### src/rtl/rxcap_fifo_pkg.sv
`timescale 1ns/1ps
// Shared constants and types for the receive capture FIFO.
// Assumes a 32-bit status word and a 32-bit configuration word.
package rxcap_fifo_pkg;
    // Status word bit positions that software decodes.
    localparam int ST_NEMPTY = 12;
    localparam int ST_NAE    = 13;
    localparam int ST_NAF    = 14;
    localparam int ST_NFULL  = 15;
    localparam int ST_UNDER  = 22;
    localparam int ST_OVER   = 23;

    // Configuration word fields.
    localparam int CFG_AE_LSB = 0;
    localparam int CFG_AE_W   = 16;
    localparam int CFG_AF_LSB = 16;
    localparam int CFG_AF_W   = 8;

    // Readback width of the count and size values.
    localparam int RDBK_W = 20;

    // Threshold loaded at reset.
    localparam int DEF_THR = 32;

    // Error flag indices inside the sticky error vector.
    localparam int ERR_UNDER = 0;
    localparam int ERR_OVER  = 1;
    localparam int N_ERR     = 2;

    // Negated level indications, all active high.
    typedef struct packed {
        logic nfull;
        logic naf;
        logic nae;
        logic nempty;
    } level_t;
endpackage

### src/rtl/rxcap_fifo_store.sv
`timescale 1ns/1ps
// Data store of the receive FIFO: memory, read/write pointers and word count.
// Assumes push is never raised when full unless pop is also raised,
// and pop is never raised when empty; the top enforces both.
module rxcap_fifo_store #(
    parameter int DATA_W = 32,
    parameter int ADDR_W = 6
) (
    input  logic              clk,
    input  logic              rst_n,
    input  logic              clr,
    input  logic              push,
    input  logic              pop,
    input  logic [DATA_W-1:0] wdata,
    output logic [DATA_W-1:0] rdata,
    output logic [ADDR_W:0]   count
);
    localparam int DEPTH = 1 << ADDR_W;
    localparam int CW    = ADDR_W + 1;

    logic [DATA_W-1:0] mem [DEPTH];
    logic [ADDR_W-1:0] wptr;
    logic [ADDR_W-1:0] rptr;

    // Write the incoming word into the slot at the write pointer.
    always_ff @(posedge clk) begin
        if (push) begin
            mem[wptr] <= wdata;
        end
    end

    // Advance pointers and track the number of stored words.
    always_ff @(posedge clk) begin
        if (!rst_n || clr) begin
            wptr  <= '0;
            rptr  <= '0;
            count <= '0;
        end else begin
            if (push) begin
                wptr <= wptr + 1'b1;
            end
            if (pop) begin
                rptr <= rptr + 1'b1;
            end
            case ({push, pop})
                2'b10:   count <= count + CW'(1);
                2'b01:   count <= count - CW'(1);
                default: count <= count;
            endcase
        end
    end

    // Present the oldest word, or zero when nothing is stored.
    always_comb begin
        rdata = (count == '0) ? '0 : mem[rptr];
    end
endmodule

### src/rtl/rxcap_fifo_levels.sv
`timescale 1ns/1ps
// Threshold register and level comparators of the receive FIFO.
// Assumes the count never exceeds the capacity 2**ADDR_W.
module rxcap_fifo_levels
    import rxcap_fifo_pkg::*;
#(
    parameter int ADDR_W = 6
) (
    input  logic                clk,
    input  logic                rst_n,
    input  logic                cfg_we,
    input  logic [CFG_AE_W-1:0] cfg_ae,
    input  logic [CFG_AF_W-1:0] cfg_af,
    input  logic [ADDR_W:0]     count,
    output level_t              lvl
);
    localparam int CW    = ADDR_W + 1;
    localparam int DEPTH = 1 << ADDR_W;
    localparam logic [CW-1:0] DEPTH_C = CW'(DEPTH);

    logic [CFG_AE_W-1:0] ae_thr;
    logic [CFG_AF_W-1:0] af_thr;
    logic [CW-1:0]       free_words;

    // Hold the thresholds loaded from the configuration word.
    always_ff @(posedge clk) begin
        if (!rst_n) begin
            ae_thr <= CFG_AE_W'(DEF_THR);
            af_thr <= CFG_AF_W'(DEF_THR);
        end else if (cfg_we) begin
            ae_thr <= cfg_ae;
            af_thr <= cfg_af;
        end
    end

    // Derive the negated level flags from count and free space.
    always_comb begin
        free_words = DEPTH_C - count;
        lvl.nempty = (count != '0);
        lvl.nfull  = (count != DEPTH_C);
        lvl.nae    = !(32'(count) <= 32'(ae_thr));
        lvl.naf    = !(32'(free_words) <= 32'(af_thr));
    end
endmodule

### src/rtl/rxcap_fifo_errs.sv
`timescale 1ns/1ps
// Sticky error flags with write-ones-to-clear; a set event wins over a clear.
// Assumes event and clear inputs are single-cycle qualified strobes.
module rxcap_fifo_errs #(
    parameter int N = 2
) (
    input  logic         clk,
    input  logic         rst_n,
    input  logic [N-1:0] evt,
    input  logic         clr_we,
    input  logic [N-1:0] clr_mask,
    output logic [N-1:0] flag
);
    for (genvar i = 0; i < N; i++) begin : g_flag
        // Set on an event, clear on a written one, otherwise hold.
        always_ff @(posedge clk) begin
            if (!rst_n) begin
                flag[i] <= 1'b0;
            end else if (evt[i]) begin
                flag[i] <= 1'b1;
            end else if (clr_we && clr_mask[i]) begin
                flag[i] <= 1'b0;
            end
        end
    end
endmodule

### src/rtl/rxcap_fifo.sv
`timescale 1ns/1ps
// Receive capture FIFO with programmable almost-empty/almost-full levels,
// negated level flags, sticky overrun/underrun and count readback.
// Assumes all inputs are synchronous to clk; reset is synchronous, active low.
module rxcap_fifo
    import rxcap_fifo_pkg::*;
#(
    parameter int DATA_W     = 32,
    parameter int DEPTH_LOG2 = 6
) (
    input  logic              clk,
    input  logic              rst_n,
    input  logic              fifo_clr,
    input  logic              rx_en,
    input  logic              wr_valid,
    input  logic [DATA_W-1:0] wr_data,
    input  logic              rd_req,
    output logic [DATA_W-1:0] rd_data,
    input  logic              cfg_we,
    input  logic [31:0]       cfg_wdata,
    input  logic              err_clr_we,
    input  logic [31:0]       err_clr_data,
    output logic [31:0]       status,
    output logic [RDBK_W-1:0] word_count,
    output logic [RDBK_W-1:0] fifo_size
);
    localparam int DEPTH = 1 << DEPTH_LOG2;
    localparam int CW    = DEPTH_LOG2 + 1;

    logic [CW-1:0]    count;
    logic             empty;
    logic             full;
    logic             offered;
    logic             push;
    logic             pop;
    logic [N_ERR-1:0] err_evt;
    logic [N_ERR-1:0] err_mask;
    logic [N_ERR-1:0] err_flag;
    level_t           lvl;
    logic             unused_cfg_bits;
    logic             unused_clr_bits;

    // Decide which transfers take place this cycle and which errors occur.
    always_comb begin
        empty   = (count == '0);
        full    = (count == CW'(DEPTH));
        offered = wr_valid && rx_en && !fifo_clr;
        pop     = rd_req && !empty && !fifo_clr;
        push    = offered && (!full || pop);
        err_evt = '0;
        err_evt[ERR_OVER]  = offered && full && !pop;
        err_evt[ERR_UNDER] = rd_req && empty && !fifo_clr;
        err_mask = '0;
        err_mask[ERR_OVER]  = err_clr_data[ST_OVER];
        err_mask[ERR_UNDER] = err_clr_data[ST_UNDER];
    end

    rxcap_fifo_store #(
        .DATA_W (DATA_W),
        .ADDR_W (DEPTH_LOG2)
    ) u_store (
        .clk   (clk),
        .rst_n (rst_n),
        .clr   (fifo_clr),
        .push  (push),
        .pop   (pop),
        .wdata (wr_data),
        .rdata (rd_data),
        .count (count)
    );

    rxcap_fifo_levels #(
        .ADDR_W (DEPTH_LOG2)
    ) u_levels (
        .clk    (clk),
        .rst_n  (rst_n),
        .cfg_we (cfg_we),
        .cfg_ae (cfg_wdata[CFG_AE_LSB +: CFG_AE_W]),
        .cfg_af (cfg_wdata[CFG_AF_LSB +: CFG_AF_W]),
        .count  (count),
        .lvl    (lvl)
    );

    rxcap_fifo_errs #(
        .N (N_ERR)
    ) u_errs (
        .clk      (clk),
        .rst_n    (rst_n),
        .evt      (err_evt),
        .clr_we   (err_clr_we),
        .clr_mask (err_mask),
        .flag     (err_flag)
    );

    // Assemble the status word from level and error flags.
    always_comb begin
        status            = '0;
        status[ST_NEMPTY] = lvl.nempty;
        status[ST_NAE]    = lvl.nae;
        status[ST_NAF]    = lvl.naf;
        status[ST_NFULL]  = lvl.nfull;
        status[ST_UNDER]  = err_flag[ERR_UNDER];
        status[ST_OVER]   = err_flag[ERR_OVER];
    end

    // Widen the count and capacity to the readback width.
    always_comb begin
        word_count = RDBK_W'(count);
        fifo_size  = RDBK_W'(DEPTH);
    end

    assign unused_cfg_bits = ^cfg_wdata[31:CFG_AF_LSB + CFG_AF_W];
    assign unused_clr_bits = ^{err_clr_data[31:ST_OVER + 1],
                               err_clr_data[ST_UNDER - 1:0]};
endmodule

### config.mk
export PLATFORM = sky130hd
export DESIGN_NAME = rxcap_fifo
export DESIGN_NICKNAME = d
export VERILOG_FILES = /design/src/rtl/rxcap_fifo_pkg.sv /design/src/rtl/rxcap_fifo_store.sv /design/src/rtl/rxcap_fifo_levels.sv /design/src/rtl/rxcap_fifo_errs.sv /design/src/rtl/rxcap_fifo.sv
export SDC_FILE = /design/constraint.sdc
export NUM_CORES = 2
export LEC_CHECK = 0
export BUFFER_PORTS_ARGS = -buffer_cell sky130_fd_sc_hd__buf_2
export CORE_AREA = 2 2 454 456
export CTS_CLUSTER_SIZE = 14
export DETAILED_ROUTE_END_ITERATION = 10
export DIE_AREA = 0 0 456 458
export PLACE_DENSITY_LB_ADDON = 0.15
export SLEW_MARGIN = 0
export SYNTH_ARGS = -nofsm -noshare
export SYNTH_HDL_FRONTEND = slang
export SYNTH_SLANG_ARGS = --single-unit
### constraint.sdc
create_clock -name clk -period 4.1 [get_ports clk]
set_input_delay 0.82 -clock clk [delete_from_list [all_inputs] [get_ports clk]]
set_output_delay 0.82 -clock clk [all_outputs]
set_load 0.05 [all_outputs]
# Word-level counts from Yosys, hierarchy flattened
# Memories as Yosys holds them, arrays and structs flattened. A register that Yosys moved wholly into a read port is not among the register bits.
# Index checks and enable logic that the tools add are counted.
# W data, S select, Z words.
dict set report totals {
  register_bits 45
  ramBits 2048
  output_inout_bits 104
  elab_cells 54
  n_memories 1
}
dict set report op_classes {
  addsub 5
  order_cmp 2
  n_eq_ne 4
  mux 10
  n_reduce_logical 25
}
# name depth width read_ports rd_clocked_by_memory_dff write_ports line
set mem_list {}
lappend mem_list {u_store.mem 64 32 1 1 1 rxcap_fifo_store.sv:21} ;# logic [DATA_W-1:0] mem [DEPTH];
# op n
set ops {}
lappend ops {{$mux W32} 1}
lappend ops {{$le A7 B16 Y1} 1}
lappend ops {{$pmux W7 S2} 1}
lappend ops {{$add A6 B1 Y6 const B} 2}
lappend ops {{$mux W6} 2}
lappend ops {{$logic_and A1 B1 Y1} 11}
lappend ops {{$le A7 B8 Y1} 1}
lappend ops {{$add A7 B1 Y7 const B} 1}
lappend ops {{$eq A7 B7 Y1 const B} 1}
lappend ops {{$logic_not A1 Y1} 7}
lappend ops {{$logic_not A7 Y1} 1}
lappend ops {{$ne A7 B7 Y1 const B} 1}
lappend ops {{$reduce_bool A7 Y1} 1}
lappend ops {{$sub A7 B1 Y7 const B} 1}
lappend ops {{$sub A7 B7 Y7 const A} 1}
lappend ops {{$mux W1} 6}
lappend ops {{$reduce_bool A2 Y1} 3}
lappend ops {{$eq A2 B1 Y1 const B} 1}
lappend ops {{$eq A2 B2 Y1 const B} 1}
lappend ops {{$logic_or A1 B1 Y1} 2}

# Logic depth before layout (Yosys ltp)
dict set report logic_depth {
  depth_word 8
  mapped_depth 12
  depth_no_buf 11
}

# Hierarchy
# From an unflattened synthesis, not the netlist that was laid out.
dict set report hier_totals {
  hier_cells 3752
  hier_area_um2 81693.4
}
# mod n_inst cells_each area_each_um2 seq_area_each_um2
set by_module_without_submodules {}
lappend by_module_without_submodules {rxcap_fifo_store 1 3529 79716.5 61999.5}
lappend by_module_without_submodules {rxcap_fifo_levels 1 145 1377.6 480.5}
lappend by_module_without_submodules {rxcap_fifo 1 70 529.3 0.0}
lappend by_module_without_submodules {rxcap_fifo_errs 1 8 70.1 40.0}

# Least setup slack after synthesis
# OpenSTA, ideal clock, no wires.
dict set report synth_path {
  path_kind {reg2out}
  start {reg u_store.count[1]}
  end {out rd_data[14]}
  arrival_ps 3446
  t_required_ps 3280
  slack_ps -166
  path_stages_with_launch 12
  n_path_buf 2
  cell_sequence {dfxtp_1 clkbuf_1 inv_1 ha_1 or3b_1 nor3_4 inv_2 nand2b_1 buf_2 a221oi_1 a21oi_1 o21ai_0}
}
dict set report synth_via {
  elab_chain_cells 2
}
# item line
set synth_lines {}
lappend synth_lines {{start: declaration} rxcap_fifo_store.sv:16} ;# output logic [ADDR_W:0] count
lappend synth_lines {{start signal: assignment} rxcap_fifo_store.sv:46} ;# 2'b10: count <= count + CW'(1);
lappend synth_lines {{start signal: assignment} rxcap_fifo_store.sv:47} ;# 2'b01: count <= count - CW'(1);
lappend synth_lines {{start signal: assignment} rxcap_fifo_store.sv:48} ;# default: count <= count;
lappend synth_lines {{$logic_not A7 Y1} rxcap_fifo_store.sv:55} ;# rdata = (count == '0) ? '0 : mem[rptr];
lappend synth_lines {{$mux W32} rxcap_fifo_store.sv:55}
lappend synth_lines {{end: declaration} rxcap_fifo.sv:18} ;# output logic [DATA_W-1:0] rd_data,
# Every way passes these cells.

==> flow_summary.json <==
{
  "cts_sinks": 2099,
  "tightest_slew_ns": 1.28,
  "synth_cell_types": 57,
  "rr_worst_depth": 9,
  "first_pass_iters": 5,
  "finalNonFillerCells": 6974,
  "hold_viol_final": 0,
  "synth_top_area_share": 0.757,
  "endpoint": "rd_data[0]",
  "multi_input_comb_area_mm2": 0.0187,
  "drive_gt1_frac": 0.375,
  "cap_violations": 0,
  "cts_made_buffers": 215,
  "arrival_ns": 3.59,
  "grt_util_met3": 0.0302,
  "clock_latency_ns": 0.87,
  "io_buffers": 110,
  "async_reset_ff_frac": 0,
  "grt_antenna_before_repair": 11,
  "rr_endpoint": "u_store.mem[61][27]",
  "slew_headroom": 0.144,
  "finalCoreUtilization": 0.479,
  "routabilityCongestion": 0.751,
  "violations": "negative setup slack",
  "gr-usage-met2": 0.352,
  "rsz0062_at_grt": "yes",
  "num_vias": 39200,
  "netlist_top_cells_area": "edfxtp_1 76%, mux4_2 16%, mux2i_1 1.4%",
  "finalNetCount": 4217,
  "min_period_ns": 4.41,
  "syn_area_mm2": 0.0812,
  "cp.required_ns": 3.28,
  "grt_pass1_vias": 40100,
  "fillers": 16500,
  "end_kind": "primary output",
  "ff2ff_setup_slack_ns": 0.75,
  "syn_to_final_growth_pct": 20.1,
  "hp-class": "in -> reg",
  "track_usage": 0.214,
  "period_share": 1.07,
  "worst_slack_ns": -0.305,
  "cts_buffer_depth": 3,
  "fmax_ghz": 0.227,
  "io_pins": 208,
  "swShare": 0.205,
  "grt_max_degree": 65,
  "grt_overflow": 0,
  "clkPwrFrac": 0.442,
  "yosys_warnings": 0,
  "die_h_um": 458,
  "via_per_inst": 5.62,
  "syn_area_per_cell_um2": 22.8,
  "powerDensity_mw_per_mm2": 451,
  "cts_tree": "yes",
  "seqPwrFrac": 0.536,
  "min_from": "cfg_wdata[21]",
  "r2r_start": "u_store.count[0]",
  "yosys.area.top_type": "edfxtp_1",
  "clk_pin_slew_ns": 0.06,
  "critPathLaunchType": "flop",
  "leakage_nw": 30.0,
  "synth_common_cells": "2,048 x edfxtp_1, 577 x mux4_2, 112 x mux2i_1",
  "maxSlewViolCount": 0,
  "die_x_um": 456,
  "row_count": 166,
  "root_buffer": "clkbuf_16",
  "yosysMostFrequentCell": "edfxtp_1",
  "drtIter0Drc": 4033,
  "p_int_mw": 34.9,
  "path_max_fanout": 7,
  "seq_area_frac_synth": 0.770,
  "synth_seq_cells": 2099,
  "regArea_mm2": 0.0625,
  "fin_skew_ns": 0.0281,
  "syn_inst": 3567,
  "initial_core_util": 0.399,
  "status": "complete, but fails checks",
  "combPwrFrac": 0.021,
  "die-area_mm2": 0.209,
  "ant_nets": 0,
  "grt_pass1_wl_mm": 313,
  "wl_per_cell_um": 32.2,
  "wirelength_mm": 225,
  "met1_usage": 0.302,
  "finalSetupViolCount": 32,
  "ir_drop_uv": 444,
  "p_switching_mw": 9.00,
  "grt-busiest-layer": "met2",
  "crit_type": "reg -> out",
  "route.detailed.drc": 0,
  "ys.flop_type": "edfxtp_1",
  "synth_edf_count": 2048,
  "cts_max_level": 4,
  "core_mm2": 0.204,
  "dp_hpwl_mm": 124,
  "place_inst": 6455
}
-- worst max-delay path, stage by stage (launching register included) --
cell	delay, ns
dfxtp_4	0.36
buf_12	0.16
buf_16	0.17
buf_16	0.15
mux4_2	0.52
mux4_2	0.47
mux2i_1	0.19
nor3_2	0.07
a221o_2	0.42
buf_8	0.19
-- cells in the final DEF, fill, tap and decap left out, types with 7 or more instances in the layout --
cell | netlist | routed
buf_8 | 0 | 20
mux2i_2 | 0 | 8
edfxtp_1 | 2048 | 2048
clkinv_1 | 1 | 56
a211oi_2 | 0 | 16
buf_16 | 0 | 25
nor2_4 | 0 | 66
mux4_2 | 577 | 577
clkinv_2 | 0 | 38
o21ai_1 | 3 | 8
ha_1 | 18 | 16
clkbuf_16 | 0 | 221
inv_1 | 17 | 14
nor2b_1 | 60 | 56
a21oi_2 | 0 | 20
a22oi_1 | 39 | 14
a21oi_1 | 55 | 34
clkbuf_1 | 50 | 43
nand3_1 | 15 | 12
xor2_1 | 10 | 10
nand2_1 | 48 | 36
bufinv_16 | 0 | 21
buf_2 | 71 | 77
xnor2_1 | 10 | 10
buf_4 | 86 | 207
mux2i_1 | 112 | 102
conb_1 | 2 | 59
buf_12 | 0 | 111
clkinvlp_4 | 0 | 7
dfxtp_1 | 51 | 44
o211ai_1 | 7 | 7
buf_6 | 6 | 52
o21ai_2 | 0 | 9
a22oi_2 | 0 | 25
mux2_2 | 12 | 11
a211oi_1 | 31 | 13
nor2_1 | 106 | 35
o21ai_0 | 28 | 11
-- worst min path at each step --
stage / to / cells after the start
5_1_grt: u_levels.af_thr[5] / 3
6_report: u_levels.af_thr[5] / 3
3_5_place_dp: u_levels.ae_thr[5] / 2
3_3_place_gp: u_levels.ae_thr[5] / 2
2_1_floorplan: u_levels.ae_thr[5] / 2
4_1_cts: u_levels.af_thr[5] / 3
-- kinds of logic (layout without fill, tap and decap cells) --
logic type	count (synthesis)	after routing	synth area share
other cells	2	65	0.0000925
mux	701	701	0.176
buf+inv	262	918	0.0177
xor+xnor	20	20	0.00216
fa+ha+maj	18	18	0.00277
simple gates	265	265	0.0158
compound gates	200	200	0.0160
flops	2099	2099	0.770
-- power groups by stage --
stage	Combinational (mW)	Sequential (mW)	Clock, mW
5_1_grt	1.00	23.6	20.7
2_1_floorplan	0.409	24.0	0
3_3_place_gp	0.840	24.0	0
6_report	0.933	23.6	19.4
3_5_place_dp	0.859	24.0	0
4_1_cts	0.927	23.6	19.8
-- area by class of cell --
type,count,share of cell area
inverter,20,0.000873
tap,2688,0.0345
clock inverter,137,0.0134
antenna,6,0.000154
sequential,2099,0.641
multi-input combinational,1263,0.192
clock buffer,265,0.0582
timing repair buffer,496,0.0599
-- per-stage QoR --
| step | instance area (µm²) | hold slack (ns) | setup WS, ns | power (mW) | TNS (ns) |
|---|---|---|---|---|---|
| 3_3_place_gp | 87700 | 0.479 | -0.258 | 24.9 | -0.686 |
| 2_1_floorplan | 81400 | 0.459 | 0.00698 | 24.4 | 0 |
| 3_5_place_dp | 87700 | 0.489 | -0.258 | 24.9 | -0.668 |
| 6_report | 97500 | 0.194 | -0.305 | 43.9 | -5.14 |
| 5_1_grt | 97500 | 0.179 | -0.386 | 45.2 | -8.39 |
| 4_1_cts | 97000 | 0.123 | -0.361 | 44.3 | -8.16 |
-- flip-flops by register name, summed over array words and instances, names as in the netlist, named ones only --
signal and flops:
u_levels.af_thr 8, u_store.rptr 6, u_errs.flag 2, u_store.wptr 6
u_store.count 7, u_levels.ae_thr 16, u_store.mem 2048
-- layer usage --
metal / routed length [µm] / vias up / part of all wire
met5: 23 / - / 0.00010
li1: - / 16100 / -
met3: 12300 / 267 / 0.055
met4: 4660 / 4 / 0.021
met2: 110000 / 1265 / 0.49
met1: 97200 / 21500 / 0.43
-- what timing repair did --
action,CTS,global route
gates resized for setup,293,77
pin swaps,35,33
cloned,16,3
buffers inserted,75,26
hold buffers,0,0
setup endpoints to repair,33,33
Note: power is estimated with default switching activity, not from simulation.
